File: src/rtl/seg_step_pkg.sv
package seg_step_pkg;
  typedef enum logic [1:0] {
    STEP_HOLD = 2'd0,
    STEP_UP   = 2'd1,
    STEP_DOWN = 2'd2
  } step_dir_e;
endpackage

File: src/rtl/offset_wrap_detect.sv
module offset_wrap_detect
  import seg_step_pkg::*;
#(
  parameter int DATA_W = 8
) (
  input  logic [DATA_W-1:0] offset,
  input  logic [DATA_W-1:0] step,
  output logic [DATA_W-1:0] sum,
  output step_dir_e         dir
);
  localparam int EXT_W = DATA_W + 2;

  logic [EXT_W-1:0] ext_offset;
  logic [EXT_W-1:0] ext_step;
  logic [EXT_W-1:0] ext_sum;

  // Zero-extend the offset, sign-extend the step. Then the top bit is an
  // underflow and the next bit is an unsigned overflow.
  assign ext_offset = {2'b00, offset};
  assign ext_step   = {{2{step[DATA_W-1]}}, step};
  assign ext_sum    = ext_offset + ext_step;
  assign sum        = ext_sum[DATA_W-1:0];

  always_comb begin
    if (ext_sum[EXT_W-1])
      dir = STEP_DOWN;
    else if (ext_sum[DATA_W])
      dir = STEP_UP;
    else
      dir = STEP_HOLD;
  end
endmodule

File: src/rtl/segment_stepper.sv
module segment_stepper
  import seg_step_pkg::*;
#(
  parameter int SEG_W = 8
) (
  input  logic [SEG_W-1:0] seg,
  input  step_dir_e        dir,
  input  logic             enable,
  output logic [SEG_W-1:0] seg_next
);
  localparam logic [SEG_W-1:0] ONE = SEG_W'(1);

  always_comb begin
    seg_next = seg;
    if (enable) begin
      unique case (dir)
        STEP_UP:   seg_next = seg + ONE;
        STEP_DOWN: seg_next = seg - ONE;
        default:   seg_next = seg;
      endcase
    end
  end
endmodule

File: src/rtl/segmented_addr_adder.sv
module segmented_addr_adder
  import seg_step_pkg::*;
#(
  parameter int DATA_W = 8,
  parameter int SEG_W  = 8
) (
  input  logic              clk,
  input  logic              rst,
  input  logic              carry_en,
  input  logic [DATA_W-1:0] data_in,
  input  logic [SEG_W-1:0]  seg_in,
  input  logic [DATA_W-1:0] addend,
  output logic [DATA_W-1:0] data_out,
  output logic [SEG_W-1:0]  seg_out
);
  logic [DATA_W-1:0] sum_c;
  step_dir_e         dir_c;
  logic [SEG_W-1:0]  seg_c;

  offset_wrap_detect #(.DATA_W(DATA_W)) u_wrap (
    .offset (data_in),
    .step   (addend),
    .sum    (sum_c),
    .dir    (dir_c)
  );

  segment_stepper #(.SEG_W(SEG_W)) u_seg (
    .seg      (seg_in),
    .dir      (dir_c),
    .enable   (carry_en),
    .seg_next (seg_c)
  );

  always_ff @(posedge clk) begin
    if (rst) begin
      data_out <= '0;
      seg_out  <= '0;
    end else begin
      data_out <= sum_c;
      seg_out  <= seg_c;
    end
  end

  // Checks next to the output registers.
  logic past_ok = 1'b0;
  always_ff @(posedge clk) past_ok <= 1'b1;

  a_r1_reset_clears: assert property (@(posedge clk)
    (past_ok && $past(rst)) |-> (data_out == '0 && seg_out == '0));

  a_r2_data_sum: assert property (@(posedge clk) disable iff (rst)
    (past_ok && !$past(rst)) |->
      (data_out == DATA_W'($past(data_in) + $past(addend))));

  a_r8_seg_pass_when_off: assert property (@(posedge clk) disable iff (rst)
    (past_ok && !$past(rst) && !$past(carry_en)) |-> (seg_out == $past(seg_in)));

  a_r9_zero_step_holds: assert property (@(posedge clk) disable iff (rst)
    (past_ok && !$past(rst) && $past(addend) == '0) |-> (seg_out == $past(seg_in)));

  a_r3_up_needs_positive: assert property (@(posedge clk) disable iff (rst)
    (past_ok && !$past(rst) && seg_out == SEG_W'($past(seg_in) + 1'b1))
      |-> !$past(addend[DATA_W-1]));

  a_r4_down_needs_negative: assert property (@(posedge clk) disable iff (rst)
    (past_ok && !$past(rst) && seg_out == SEG_W'($past(seg_in) - 1'b1))
      |-> $past(addend[DATA_W-1]));
endmodule

File: config.mk
export PLATFORM = sky130hd
export DESIGN_NAME = segmented_addr_adder
export DESIGN_NICKNAME = d
export VERILOG_FILES = /design/src/rtl/seg_step_pkg.sv /design/src/rtl/offset_wrap_detect.sv /design/src/rtl/segment_stepper.sv /design/src/rtl/segmented_addr_adder.sv
export SDC_FILE = /design/constraint.sdc
export NUM_CORES = 1
export LEC_CHECK = 0
export BUFFER_PORTS_ARGS = -buffer_cell sky130_fd_sc_hd__buf_2
export CAP_MARGIN = 40
export CORE_MARGIN = 4
export CORE_UTILIZATION = 30
export DETAILED_ROUTE_END_ITERATION = 8
export PLACE_DENSITY = 0.59
export SYNTH_ARGS = -nofsm -noshare
export SYNTH_HDL_FRONTEND = slang
export SYNTH_HIERARCHICAL = 1
export SYNTH_SLANG_ARGS = --single-unit
File: constraint.sdc
create_clock -name clk -period 9.65 [get_ports clk]
set_input_delay 1.93 -clock clk [delete_from_list [all_inputs] [get_ports clk]]
set_output_delay 1.93 -clock clk [all_outputs]
set_load 0.02 [all_outputs]
# Word level (Yosys, flattened, before mapping)

Cells that the tools add are included.

Add/sub/neg operators: 3
Muxes and demuxes: 4
Equal/unequal tests: 2

Operator list:

| operator                                          | count |
|---|---|
| one-hot mux 8 bit (2 select lines)                | 1 |
| adder 9 x 8 -> 10 bit                             | 1 |
| adder 8 x 1 -> 8 bit (second input constant)      | 1 |
| two-way mux 8 bit                                 | 1 |
| subtractor 8 x 1 -> 8 bit (second input constant) | 1 |
| == test 2 x 1 -> 1 bit (second input constant)    | 1 |
| == test 2 bit (second input constant)             | 1 |
| two-way mux 2 bit                                 | 1 |
| two-way mux 1 bit                                 | 1 |

Register bits: 16
Input bits: 27
Output and inout port bits: 16

# Depth between registers and ports, before layout

Depth in word-level cells: 6
Depth in mapped cells: 18
Depth with buffers taken out: 16

# Modules after synthesis

The synthesis kept the hierarchy.

By module, submodules not included:

| module               | area an instance (sq um) | cells each | instances | sequential area each (sq um) |
|---|---|---|---|---|
| segment_stepper      | 624.3                    | 88         | 1         | 0.0 |
| segmented_addr_adder | 464.2                    | 33         | 1         | 320.3 |
| offset_wrap_detect   | 397.9                    | 47         | 1         | 0.0 |

# Worst setup path after synthesis

OpenSTA, ideal clock, no wires.

Path kind: input to register
From: in data_in[0]
To: reg seg_out[6]
Library setup time: 0.114 ns
Data arrival time: 5.152 ns
Path slack: 4.384 ns
Stages on the path: 18
Cell sequence: ha_1 > fa_1 > a211oi_1 > o21ai_1 > and3_1 > mux2_4 > inv_1 > ha_1 > buf_6 > buf_2 > xor2_1 > ha_1 > and3b_1 > o21ai_1 > and4b_1 > a211oi_1 > nand4bb_1 > nor2b_2

Longest elaborated chain between the ends: 6
Elaborated cells between the ends (all ways): 7
Those cells by class: add/sub: 1; eq/ne: 2; mux: 4

RTL lines:

| element                                                 | RTL line                   | text |
|---|---|---|
| from (decl)                                             | segmented_addr_adder.sv:10 | `input logic [DATA_W-1:0] data_in,` |
| adder 9 x 8 -> 10 bit (*)                               | offset_wrap_detect.sv:21   | `assign ext_sum = ext_offset + ext_step;` |
| two-way mux 1 bit                                       | offset_wrap_detect.sv:27   | `else if (ext_sum[DATA_W])` |
| two-way mux 2 bit (*)                                   | offset_wrap_detect.sv:25   | `if (ext_sum[EXT_W-1])` |
| named net dir_c[0]                                      | segmented_addr_adder.sv:17 | `step_dir_e dir_c;` |
| == test 2 bit or == test 2 x 1 -> 1 bit (tied branches) | segment_stepper.sv:16      | `unique case (dir)` |
| one-hot mux 8 bit (2 select lines) (*)                  | segment_stepper.sv:16      |  |
| two-way mux 8 bit (*)                                   | segment_stepper.sv:15      | `if (enable) begin` |
| named net seg_c[6]                                      | segmented_addr_adder.sv:18 | `logic [SEG_W-1:0] seg_c;` |
| to (signal assigned)                                    | segmented_addr_adder.sv:40 | `seg_out <= seg_c;` |
| to (decl)                                               | segmented_addr_adder.sv:14 | `output logic [SEG_W-1:0] seg_out` |

Mark *: on every way through the listed nets, which the timed path passes. The rest lies on a longest branch.
A chain may end at the register's enable or synchronous reset.

# Worst setup path in the final report

Same ends and word-level chain as after synthesis.

==> impl_metrics.json <==
{
  "status": "finished clean",
  "die_w_um": 78.39,
  "ys_warn_count": 6,
  "vias": 1262,
  "cts_tree": "yes",
  "hpwl_um": 2454,
  "grt_overflow": 0,
  "grt_pass1_wl_um": 5257,
  "numCtsBuffers": 3,
  "synthFlopType": "dfxtp_1",
  "io_buffer_count": 42,
  "grtUsageTotal_pct": 10.27,
  "drtPass1Iterations": 4,
  "hold_path.class": "in2reg",
  "synth_area_um2": 1486,
  "clk_pin_slew_ns": 0.07,
  "cap_violations": 0,
  "grt_pass1_vias": 1195,
  "core_um2": 4755,
  "synth_nets": 208,
  "hold_viol": 0,
  "cts_buffer_depth": 2,
  "fp.dieH_um": 78.39,
  "clkSinkCount": 16,
  "drt_iter0_markers": 94,
  "worst_pin_slew_ns": 0.6968,
  "antenna_cells": 0,
  "synth_cell_types": 56,
  "row_count": 25,
  "cp_common_cell": "ha_1",
  "initial_core_util_pct": 31.26,
  "worst_ep_required_time_ns": 9.78,
  "final_util_pct": 36.84,
  "leakagePower_nw": 0.7910,
  "vdd_ir_drop_max_v": 0.00005238,
  "path_cells": "buf_2, ha_1, fa_1, a211oi_1, o21ai_1, and3_1, mux2_4, inv_1, ha_1, xor2_1, ha_1, and3b_1, o21ai_1, and4b_1, a211oi_1, nand4bb_1, nor2b_2",
  "yosysTopAreaCellShare_pct": 21.55,
  "globalplace.congestion": 0.7435,
  "slew-limit-headroom_pct": 53.54,
  "period_share_pct": 57.59,
  "grt_max_degree": 23,
  "rsz0062_at_grt": "false",
  "final_nets": 247,
  "cts_resized": 0,
  "holdPathEnd": "data_out[0]",
  "cts_hold_buf": 0,
  "yosys.area.top_type": "dfxtp_1",
  "hold_path.startpoint": "addend[0]",
  "critical_path_arrival_ns": 5.69,
  "drive_gt1_share_pct": 35.12,
  "area_growth_pct": 17.85,
  "wirelength_um": 3073,
  "worstSetupStartpointType": "input port",
  "synth_seq_cells": 16,
  "pwr_density_cell_nw_per_um2": 131.0,
  "async_reset_ff_share_pct": 0,
  "ys_seq_area_share_pct": 21.55,
  "synth_edf_count": 0,
  "min_period_ns": 5.557,
  "setup_viol": 0,
  "worst_path_largest_cell_delay_ns": 0.61,
  "antenna_found_initial": 0,
  "fmax_ghz": 0.1799,
  "critical_path_class": "in2reg",
  "hold_depth": 3,
  "htree_levels": 1,
  "root_buffer": "clkbuf_8",
  "slew_viol_final": 0,
  "wl_per_cell_um": 11.30,
  "synth_area_leaders": "dfxtp_1, ha_1, xnor2_1, nor2b_2, and2b_2",
  "drc": 0,
  "dieArea_um2": 6145,
  "nFillCells": 507,
  "critPathSlowestCell": "ha_1",
  "syn_area_per_cell_um2": 8.848,
  "cts_setup_buffers": 0,
  "synthCells": 168,
  "critPathCaptureType": "flop",
  "vias_per_cell": 4.640,
  "ant_nets": 0,
  "io_pins": 43,
  "path_max_fanout": 22,
  "tns_ns": 0
}
## critical path, delay by kind of cell
kind	cells	cell delay (ns)
AO/OA/AOI/OAI	4	0.78
XOR/XNOR	1	0.21
adder cells (fa/ha/maj)	4	1.50
buffers and inverters	2	0.18
multiplexers	1	0.25
AND/OR/NAND/NOR	5	0.85
## state kept, by name (all words and copies together), names as in the netlist
| name | flops |
|---|---|
| seg_out | 8 |
| data_out | 8 |
## cell families after synthesis
| family | synth area share (%) |
|---|---|
| multiplexers | 1.683 |
| flip-flops | 21.55 |
| adder cells (fa/ha/maj) | 11.45 |
| XOR/XNOR | 8.249 |
| AO/OA/AOI/OAI | 21.63 |
| buffers and inverters | 6.481 |
| AND/OR/NAND/NOR | 28.96 |
## per-stage QoR
stage	hold WS, ns	std cells	power (mW)	setup WS [ns]	area, um^2
finish	2.005	272	0.2295	4.093	1752
global route	2.036	272	0.2488	3.752	1752
global placement	2.261	269	0.1806	3.961	1710
detailed placement	2.263	269	0.1812	3.909	1710
CTS	2.002	272	0.2331	4.133	1752
floorplan	2.138	168	0.1598	4.384	1486
## cells in the mapped netlist, types with 2 or more instances
cell type  count
and3b_1        2
nand2b_1       3
and2_1         2
and2b_2        6
nor3b_1        2
a31oi_1        2
dfxtp_1       16
or3_1          3
a21oi_1       10
nand2_1       13
xnor2_1        9
nor2b_2        7
xor2_1         5
ha_1          12
nor2b_1        7
o21ai_1        7
inv_1          7
o21ai_0        3
buf_2          3
and3_1         2
buf_6          3
nand3_1        4
a21o_1         2
a211oi_1       2
nor2_1         5
## cells in the final DEF (no fill, tap or decap), types with 4 or more instances in the layout
cell type and instances:
a21oi_1 10, o21ai_1 7, nor2_1 5, dfxtp_1 16
nand2_1 13, nor2b_2 7, nor2b_1 7, nand3_1 4
and2b_2 6, xor2_1 5, buf_2 42, inv_1 7
xnor2_1 9, ha_1 12
## how the worst max path moves through the flow
stage / from / endpoint / slack (ns) / cells after the start
final: data_in[0] / seg_out[6] / 4.09 / 17
after global routing: data_in[0] / seg_out[6] / 3.75 / 16
after CTS: data_in[0] / seg_out[6] / 4.13 / 17
after detailed placement: data_in[0] / seg_out[6] / 3.91 / 17
after global placement: data_in[0] / seg_out[6] / 3.96 / 17
after floorplan: data_in[0] / seg_out[6] / 4.38 / 18
## routing by layer
| layer | track usage, % | part of all wire, % | vias to the layer above |
|---|---|---|---|
| met3 | 2.179 | 5.0 | 0 |
| met2 | 16.70 | 47 | 34 |
| met5 | 0 | 0 | - |
| met1 | 13.99 | 48 | 565 |
| met4 | 2.098 | 0 | 0 |
| li1 | - | - | 663 |
## report_power, final
part,internal [mW],switching [mW],total [mW]
Sequential,0.0742,0.00180,0.0760
Clock,0.0276,0.0222,0.0499
Combinational,0.0466,0.0570,0.104
## cell type report
class	instances	area [um^2]	share of cell area (%)
inverters	7	26.28	1.500
repair buffers	42	210.2	12.00
clock buffers	3	41.29	2.357
multi-input cells	137	1070	61.07
flip-flops and latches	16	320.3	18.29
well taps	67	83.83	4.786
Note: power is estimated with default switching activity, not from simulation.
